$ cat config.mk
export PLATFORM = sky130hd
export DESIGN_NAME = link_frame_rx
export DESIGN_NICKNAME = d
export VERILOG_FILES = /design/src/rtl/link_rx_pkg.sv /design/src/rtl/link_edge_capture.sv /design/src/rtl/link_sync_decoder.sv /design/src/rtl/link_stream_rx.sv /design/src/rtl/link_frame_rx.sv
export SDC_FILE = /design/constraint.sdc
export NUM_CORES = 1
export LEC_CHECK = 0
export ABC_AREA = 1
export BUFFER_PORTS_ARGS = -buffer_cell sky130_fd_sc_hd__clkbuf_2
export CORE_MARGIN = 2
export CORE_UTILIZATION = 65
export CTS_BUF_LIST = sky130_fd_sc_hd__clkbuf_4
export DETAILED_ROUTE_END_ITERATION = 8
export PLACE_DENSITY_LB_ADDON = 0.08
export REMOVE_ABC_BUFFERS = 1
export SYNTH_ARGS = -nofsm -noshare
export SYNTH_HDL_FRONTEND = slang
export SYNTH_SLANG_ARGS = --single-unit
$ cat constraint.sdc
create_clock -name bclk -period 9.2 [get_ports bclk]
set_input_delay 1.38 -clock bclk [delete_from_list [all_inputs] [get_ports bclk]]
set_output_delay 1.38 -clock bclk [all_outputs]
set_load 0.05 [all_outputs]
$ cat src/rtl/link_rx_pkg.sv
package link_rx_pkg;
    localparam int CMD_BITS = 32;
    localparam int TAG_SLOTS = 8;
    localparam logic [3:0] TAG_PREAMBLE = 4'b1010;
    localparam logic [7:0] FRAME_MARK = 8'hFF;

    typedef enum logic { SY_IDLE, SY_GATHER } sync_state_e;
    typedef enum logic [1:0] { RX_WAIT, RX_CMD, RX_STREAM } rx_state_e;

    typedef struct packed {
        logic       frame;
        logic       tag;
        logic [3:0] id;
    } sync_ev_t;
endpackage

$ cat src/rtl/link_edge_capture.sv
module link_edge_capture (
    input  logic       bclk,
    input  logic       rst_n,
    input  logic       sync_in,
    input  logic       sdo_in,
    output logic [1:0] pair_data,
    output logic [1:0] pair_sync
);
    logic rise_d, rise_s, fall_d, fall_s;

    always_ff @(posedge bclk or negedge rst_n) begin
        if (!rst_n) begin
            rise_d <= 1'b0;
            rise_s <= 1'b0;
        end else begin
            rise_d <= sdo_in;
            rise_s <= sync_in;
        end
    end

    always_ff @(negedge bclk or negedge rst_n) begin
        if (!rst_n) begin
            fall_d <= 1'b0;
            fall_s <= 1'b0;
        end else begin
            fall_d <= sdo_in;
            fall_s <= sync_in;
        end
    end

    // index 0 is the earlier (rising-edge) slot
    assign pair_data = {fall_d, rise_d};
    assign pair_sync = {fall_s, rise_s};
endmodule

$ cat src/rtl/link_sync_decoder.sv
module link_sync_decoder
    import link_rx_pkg::*;
(
    input  logic           bclk,
    input  logic           rst_n,
    input  logic [1:0]     pair_sync,
    output sync_ev_t [1:0] slot_ev
);
    sync_state_e st_q, st;
    logic [2:0]  cnt_q, cnt;
    logic [7:0]  sh_q, sh;

    always_ff @(posedge bclk or negedge rst_n) begin
        if (!rst_n) begin
            st_q  <= SY_IDLE;
            cnt_q <= '0;
            sh_q  <= '0;
        end else begin
            st_q  <= st;
            cnt_q <= cnt;
            sh_q  <= sh;
        end
    end

    always_comb begin
        st      = st_q;
        cnt     = cnt_q;
        sh      = sh_q;
        slot_ev = '0;
        for (int i = 0; i < 2; i++) begin
            unique case (st)
                SY_IDLE: begin
                    if (pair_sync[i]) begin
                        st  = SY_GATHER;
                        sh  = 8'd1;
                        cnt = 3'd1;
                    end
                end
                SY_GATHER: begin
                    sh = {sh[6:0], pair_sync[i]};
                    if (cnt == 3'(TAG_SLOTS - 1)) begin
                        st  = SY_IDLE;
                        cnt = '0;
                        if (sh == FRAME_MARK) begin
                            slot_ev[i].frame = 1'b1;
                        end else if (sh[7:4] == TAG_PREAMBLE) begin
                            slot_ev[i].tag = 1'b1;
                            slot_ev[i].id  = sh[3:0];
                        end
                    end else begin
                        cnt = cnt + 3'd1;
                    end
                end
                default: st = SY_IDLE;
            endcase
        end
    end
endmodule

$ cat src/rtl/link_stream_rx.sv
module link_stream_rx
    import link_rx_pkg::*;
#(
    parameter int MAX_W   = 32,
    parameter int MAX_CH  = 8,
    parameter int MAX_BLK = 4,
    localparam int WW_W   = $clog2(MAX_W + 1),
    localparam int CHC_W  = $clog2(MAX_CH + 1),
    localparam int BLC_W  = $clog2(MAX_BLK + 1),
    localparam int CH_W   = (MAX_CH > 1) ? $clog2(MAX_CH) : 1,
    localparam int BLK_W  = (MAX_BLK > 1) ? $clog2(MAX_BLK) : 1
) (
    input  logic                  bclk,
    input  logic                  rst_n,
    input  logic [1:0]            pair_data,
    input  sync_ev_t [1:0]        slot_ev,
    input  logic [3:0]            cfg_stream_id,
    input  logic [WW_W-1:0]       cfg_width,
    input  logic [CHC_W-1:0]      cfg_chans,
    input  logic [BLC_W-1:0]      cfg_blocks,
    output logic                  cmd_valid,
    output logic [CMD_BITS-1:0]   cmd_word,
    output logic                  smp_valid,
    output logic [MAX_W-1:0]      smp_data,
    output logic [CH_W-1:0]       smp_chan
);
    localparam int SH_W  = (MAX_W > CMD_BITS) ? MAX_W : CMD_BITS;
    localparam int CNT_W = $clog2(SH_W);

    rx_state_e          st_q, st;
    logic [CNT_W-1:0]   cnt_q, cnt, last_bit;
    logic [SH_W-1:0]    sh_q, sh;
    logic [CH_W-1:0]    ch_q, ch, last_ch, ch_out;
    logic [BLK_W-1:0]   blk_q, blk, last_blk;
    sync_ev_t           pend_q, ev;
    logic [MAX_W-1:0]   width_mask, smp_word;
    logic [CMD_BITS-1:0] cmd_next;
    logic               cmd_hit, smp_hit, sel_on;

    assign sel_on   = (cfg_stream_id != 4'd0);
    assign last_bit = CNT_W'(cfg_width - WW_W'(1));
    assign last_ch  = CH_W'(cfg_chans - CHC_W'(1));
    assign last_blk = BLK_W'(cfg_blocks - BLC_W'(1));

    always_comb begin
        for (int b = 0; b < MAX_W; b++) begin
            width_mask[b] = (b < int'(cfg_width));
        end
    end

    // state register: slot-1 event is held for the next pair's first slot
    always_ff @(posedge bclk or negedge rst_n) begin
        if (!rst_n) begin
            st_q   <= RX_WAIT;
            cnt_q  <= '0;
            sh_q   <= '0;
            ch_q   <= '0;
            blk_q  <= '0;
            pend_q <= '0;
        end else begin
            st_q   <= st;
            cnt_q  <= cnt;
            sh_q   <= sh;
            ch_q   <= ch;
            blk_q  <= blk;
            pend_q <= slot_ev[1];
        end
    end

    always_comb begin
        st       = st_q;
        cnt      = cnt_q;
        sh       = sh_q;
        ch       = ch_q;
        blk      = blk_q;
        ev       = '0;
        cmd_hit  = 1'b0;
        smp_hit  = 1'b0;
        cmd_next = '0;
        smp_word = '0;
        ch_out   = '0;
        for (int i = 0; i < 2; i++) begin
            ev = (i == 0) ? pend_q : slot_ev[0];
            if (ev.frame) begin
                st  = RX_CMD;
                cnt = '0;
            end else if (ev.tag && sel_on && (ev.id == cfg_stream_id)) begin
                st  = RX_STREAM;
                cnt = '0;
                ch  = '0;
                blk = '0;
            end
            sh = {sh[SH_W-2:0], pair_data[i]};
            unique case (st)
                RX_WAIT: ;
                RX_CMD: begin
                    if (cnt == CNT_W'(CMD_BITS - 1)) begin
                        cmd_hit  = 1'b1;
                        cmd_next = sh[CMD_BITS-1:0];
                        st       = RX_WAIT;
                    end else begin
                        cnt = cnt + CNT_W'(1);
                    end
                end
                RX_STREAM: begin
                    if (cnt == last_bit) begin
                        smp_hit  = 1'b1;
                        smp_word = sh[MAX_W-1:0] & width_mask;
                        ch_out   = ch;
                        cnt      = '0;
                        if (ch == last_ch) begin
                            ch = '0;
                            if (blk == last_blk) st = RX_WAIT;
                            else blk = blk + BLK_W'(1);
                        end else begin
                            ch = ch + CH_W'(1);
                        end
                    end else begin
                        cnt = cnt + CNT_W'(1);
                    end
                end
                default: st = RX_WAIT;
            endcase
        end
    end

    // output register
    always_ff @(posedge bclk or negedge rst_n) begin
        if (!rst_n) begin
            cmd_valid <= 1'b0;
            cmd_word  <= '0;
            smp_valid <= 1'b0;
            smp_data  <= '0;
            smp_chan  <= '0;
        end else begin
            cmd_valid <= cmd_hit;
            smp_valid <= smp_hit;
            if (cmd_hit) cmd_word <= cmd_next;
            if (smp_hit) begin
                smp_data <= smp_word;
                smp_chan <= ch_out;
            end
        end
    end
endmodule

$ cat src/rtl/link_frame_rx.sv
module link_frame_rx #(
    parameter int MAX_W   = 32,
    parameter int MAX_CH  = 8,
    parameter int MAX_BLK = 4,
    localparam int WW_W   = $clog2(MAX_W + 1),
    localparam int CHC_W  = $clog2(MAX_CH + 1),
    localparam int BLC_W  = $clog2(MAX_BLK + 1),
    localparam int CH_W   = (MAX_CH > 1) ? $clog2(MAX_CH) : 1
) (
    input  logic             bclk,
    input  logic             rst_n,
    input  logic             sync_in,
    input  logic             sdo_in,
    input  logic [3:0]       cfg_stream_id,
    input  logic [WW_W-1:0]  cfg_width,
    input  logic [CHC_W-1:0] cfg_chans,
    input  logic [BLC_W-1:0] cfg_blocks,
    output logic             cmd_valid,
    output logic [31:0]      cmd_word,
    output logic             smp_valid,
    output logic [MAX_W-1:0] smp_data,
    output logic [CH_W-1:0]  smp_chan
);
    logic [1:0]                    pair_data, pair_sync;
    link_rx_pkg::sync_ev_t [1:0]   slot_ev;

    link_edge_capture u_cap (
        .bclk      (bclk),
        .rst_n     (rst_n),
        .sync_in   (sync_in),
        .sdo_in    (sdo_in),
        .pair_data (pair_data),
        .pair_sync (pair_sync)
    );

    link_sync_decoder u_sync (
        .bclk      (bclk),
        .rst_n     (rst_n),
        .pair_sync (pair_sync),
        .slot_ev   (slot_ev)
    );

    link_stream_rx #(
        .MAX_W   (MAX_W),
        .MAX_CH  (MAX_CH),
        .MAX_BLK (MAX_BLK)
    ) u_rx (
        .bclk          (bclk),
        .rst_n         (rst_n),
        .pair_data     (pair_data),
        .slot_ev       (slot_ev),
        .cfg_stream_id (cfg_stream_id),
        .cfg_width     (cfg_width),
        .cfg_chans     (cfg_chans),
        .cfg_blocks    (cfg_blocks),
        .cmd_valid     (cmd_valid),
        .cmd_word      (cmd_word),
        .smp_valid     (smp_valid),
        .smp_data      (smp_data),
        .smp_chan      (smp_chan)
    );
endmodule

==> flow_summary.yaml <==
floorplan:
  ios: 90
  die_w_um: 111
  num_rows: 38
  core_um2: 10900
  start_util_pct: 67.4
  dieArea_um2: 12200
  die_y_um: 111
logic_synthesis:
  synth-seq-area-share_pct: 45.1
  synth_xor_area_share_pct: 1.31
  synth-async-reset-ratio_pct: 100
  yosysUniqueCellTypes: 44
  synth_edf_count: 0
  synth_fa_ha_area_share_pct: 4.24
  postSynthCellCount: 974
  synth_seq_cells: 133
  synth_flop_cell: "dfrtp_1"
  avgSynthCellArea_um2: 7.57
  synth_simple_gate_area_share_pct: 25.1
  synth_warnings: 0
  synthMuxAreaShare_pct: 0
  synth_area_um2: 7380
  synth-compound-area-share_pct: 13.9
  synth_top_family_by_area: "simple AND/OR/NAND/NOR gates"
sta:
  tightestPinTransition_ns: 1.10
  slew_headroom_pct: 26.6
  finalHoldViolCount: 0
  fin_setup_tns_ns: 0
  setup_violations: 0
  drv_slew: 0
  skew_ns: 0.0829
  rsz0062_at_grt: "false"
  finalWorstSetupSlack_ns: 3.36
critical_path:
  cp-end-kind: "async pin"
  path_class: "in2async"
  r2r_setup_slack_ns: 3.67
  cp.depth: 1
  critical_path_buf_inv_count: 1
  start_kind: "primary input"
  worstPathRequired_ns: 5.24
  cp_max_fo: 65
  cp_slowest_cell: "buf_6"
  cp.arrival_ns: 1.88
  reg2regPathDepth: 3
  cpPeakStageDelay_ns: 0.45
  crit_family: "buffers and inverters"
  r2r-start: "u_cap.fall_s"
  crit_path_cell_trace: "buf_6"
  r2r_end: "u_sync.sh_q[1]"
drt:
  routed_wl_mm: 18.6
  vias_per_cell: 5.67
  drc: 0
  drt_iter0_drc: 516
  via_count: 6879
  final_antenna_net_count: 0
  post_drt_wl_per_cell_um: 15.4
  firstDrtPassIters: 6
grt:
  antenna_found_initial: 0
  gr-total-overflow: 0
  first_global_vias: 6512
  track_usage_pct: 31.6
  grt_start_max_net_pins: 70
  grt_pass1_wl_mm: 31.4
clocking:
  clock_path_buffers: 2
  numClockSinks: 133
  cts_max_level: 4
  clockRootBuffer: "clkbuf_4"
  cts_resized: 0
  cts_tree: "done"
  clkTransAtPathRegs_ns: 0.11
  post-cts-setup-buffers: 0
  cts_buffers: 17
  clk_latency_ns: 0.54
  ctsHoldBuffers: 0
min_path:
  hold_end: "u_rx.sh_q[23]"
  hold_class: "reg2reg"
  hold_path_depth: 0
  min_from: "u_rx.sh_q[21]"
finish:
  antenna-diode-count: 0
  final_nets: 1106
  area_delta_synth_final_pct: 12.0
  fin_area_um2: 8260
  fin_util_pct: 75.5
  final_common_cell: "nand2_1"
  drive_gt1_share_pct: 13.6
  layout_common_cells: "270 x nand2_1, 165 x inv_1, 131 x dfrtp_1, 86 x clkbuf_2, 66 x nor2_1"
placement:
  gp_congestion: 0.947
  dp_slack_ns: 2.84
  dp_hpwl_mm: 12.9
  placed_area_um2: 7900
  io_buffers: 87
status:
  outcome: "completed"
pwr:
  total_power_mw: 2.04
  power_leakage_nw: 4.79
  power.density_nw_per_um2: 247
  vdd_drop_max_mv: 0.251
job:
  cap_viol_max_count: 0
==> registers in the layout (all words and copies together) (netlist names), 2 cells and up <==
register / count
u_rx.pend_q: 6
u_rx.blk_q: 2
u_rx.cmd_word: 32
u_sync.sh_q: 7
u_rx.smp_chan: 3
u_rx.sh_q: 31
u_rx.st_q: 2
u_rx.cnt_q: 5
u_rx.ch_q: 3
u_rx.smp_data: 32
u_sync.cnt_q: 3
==> cells in the mapped netlist, drive strengths merged, types with 2 or more instances <==
cell type	n	area (um^2)
a22oi	3	22.5
o31ai	8	60.1
nand3	56	303
o21ai	89	445
nand2	275	1050
dfrtn	2	50.1
buf	11	72.6
o22ai	25	156
a21oi	29	145
nor2	74	322
dfrtp	131	3280
ha	25	313
o221ai	14	123
o21bai	2	15.0
clkbuf	13	50.0
nor4	2	12.5
xor2	8	70.1
nor3	11	55.1
nand4	13	87.6
xnor2	3	26.3
inv	171	642
==> power breakdown <==
part | internal (mW) | switching (mW)
clock | 0.249 | 0.235
sequential | 0.687 | 0.0657
combinational | 0.229 | 0.578
total | 1.17 | 0.878
==> final cells by class <==
class | count | area, um^2
Clock inverter | 14 | 223
Timing Repair Buffer | 91 | 472
Multi-Input combinational cell | 646 | 3280
Tap cell | 140 | 175
Fill cell | 863 | 2680
Inverter | 171 | 642
Sequential cell | 133 | 3330
Clock buffer | 18 | 135
==> per-stage QoR <==
| step | hold slack (ns) | cells |
|---|---|---|
| final | 0.391 | 1213 |
| after global routing | 0.398 | 1213 |
| after CTS | 0.391 | 1213 |
| after detailed placement | 0.360 | 1181 |
| after global placement | 0.355 | 1181 |
| after floorplan | 0.354 | 950 |
==> worst max-delay path by stage <==
stage                     startpoint                 to  slack, ns
finish                         rst_n       u_cap.fall_s       3.36
floorplan                     sdo_in       u_cap.fall_d       3.08
global route        cfg_stream_id[0]  u_rx.cmd_word[22]       2.99
CTS                            rst_n       u_cap.fall_s       3.34
global placement               rst_n       u_cap.fall_s       2.84
detailed placement             rst_n       u_cap.fall_s       2.84
==> routing by layer <==
layer | part of all wire [%] | vias up | global-route usage (%)
met3 | 8.5 | 39 | 6.15
li1 | - | 3319 | -
met5 | 0 | - | 0
met1 | 44 | 3195 | 44.5
met2 | 46 | 326 | 49.9
met4 | 1.8 | 0 | 10.0
==> kinds of logic (layout without fill, tap and decap cells) <==
kind of cell,count (synthesis),after routing
DFF,133,133
xor gates and xnor gates,11,11
adders and majority gates,25,25
and+or+nand+nor,433,433
buffers and inverters,195,294
AOI/OAI and AO/OA,177,177
(Power assumes the default switching activity.)
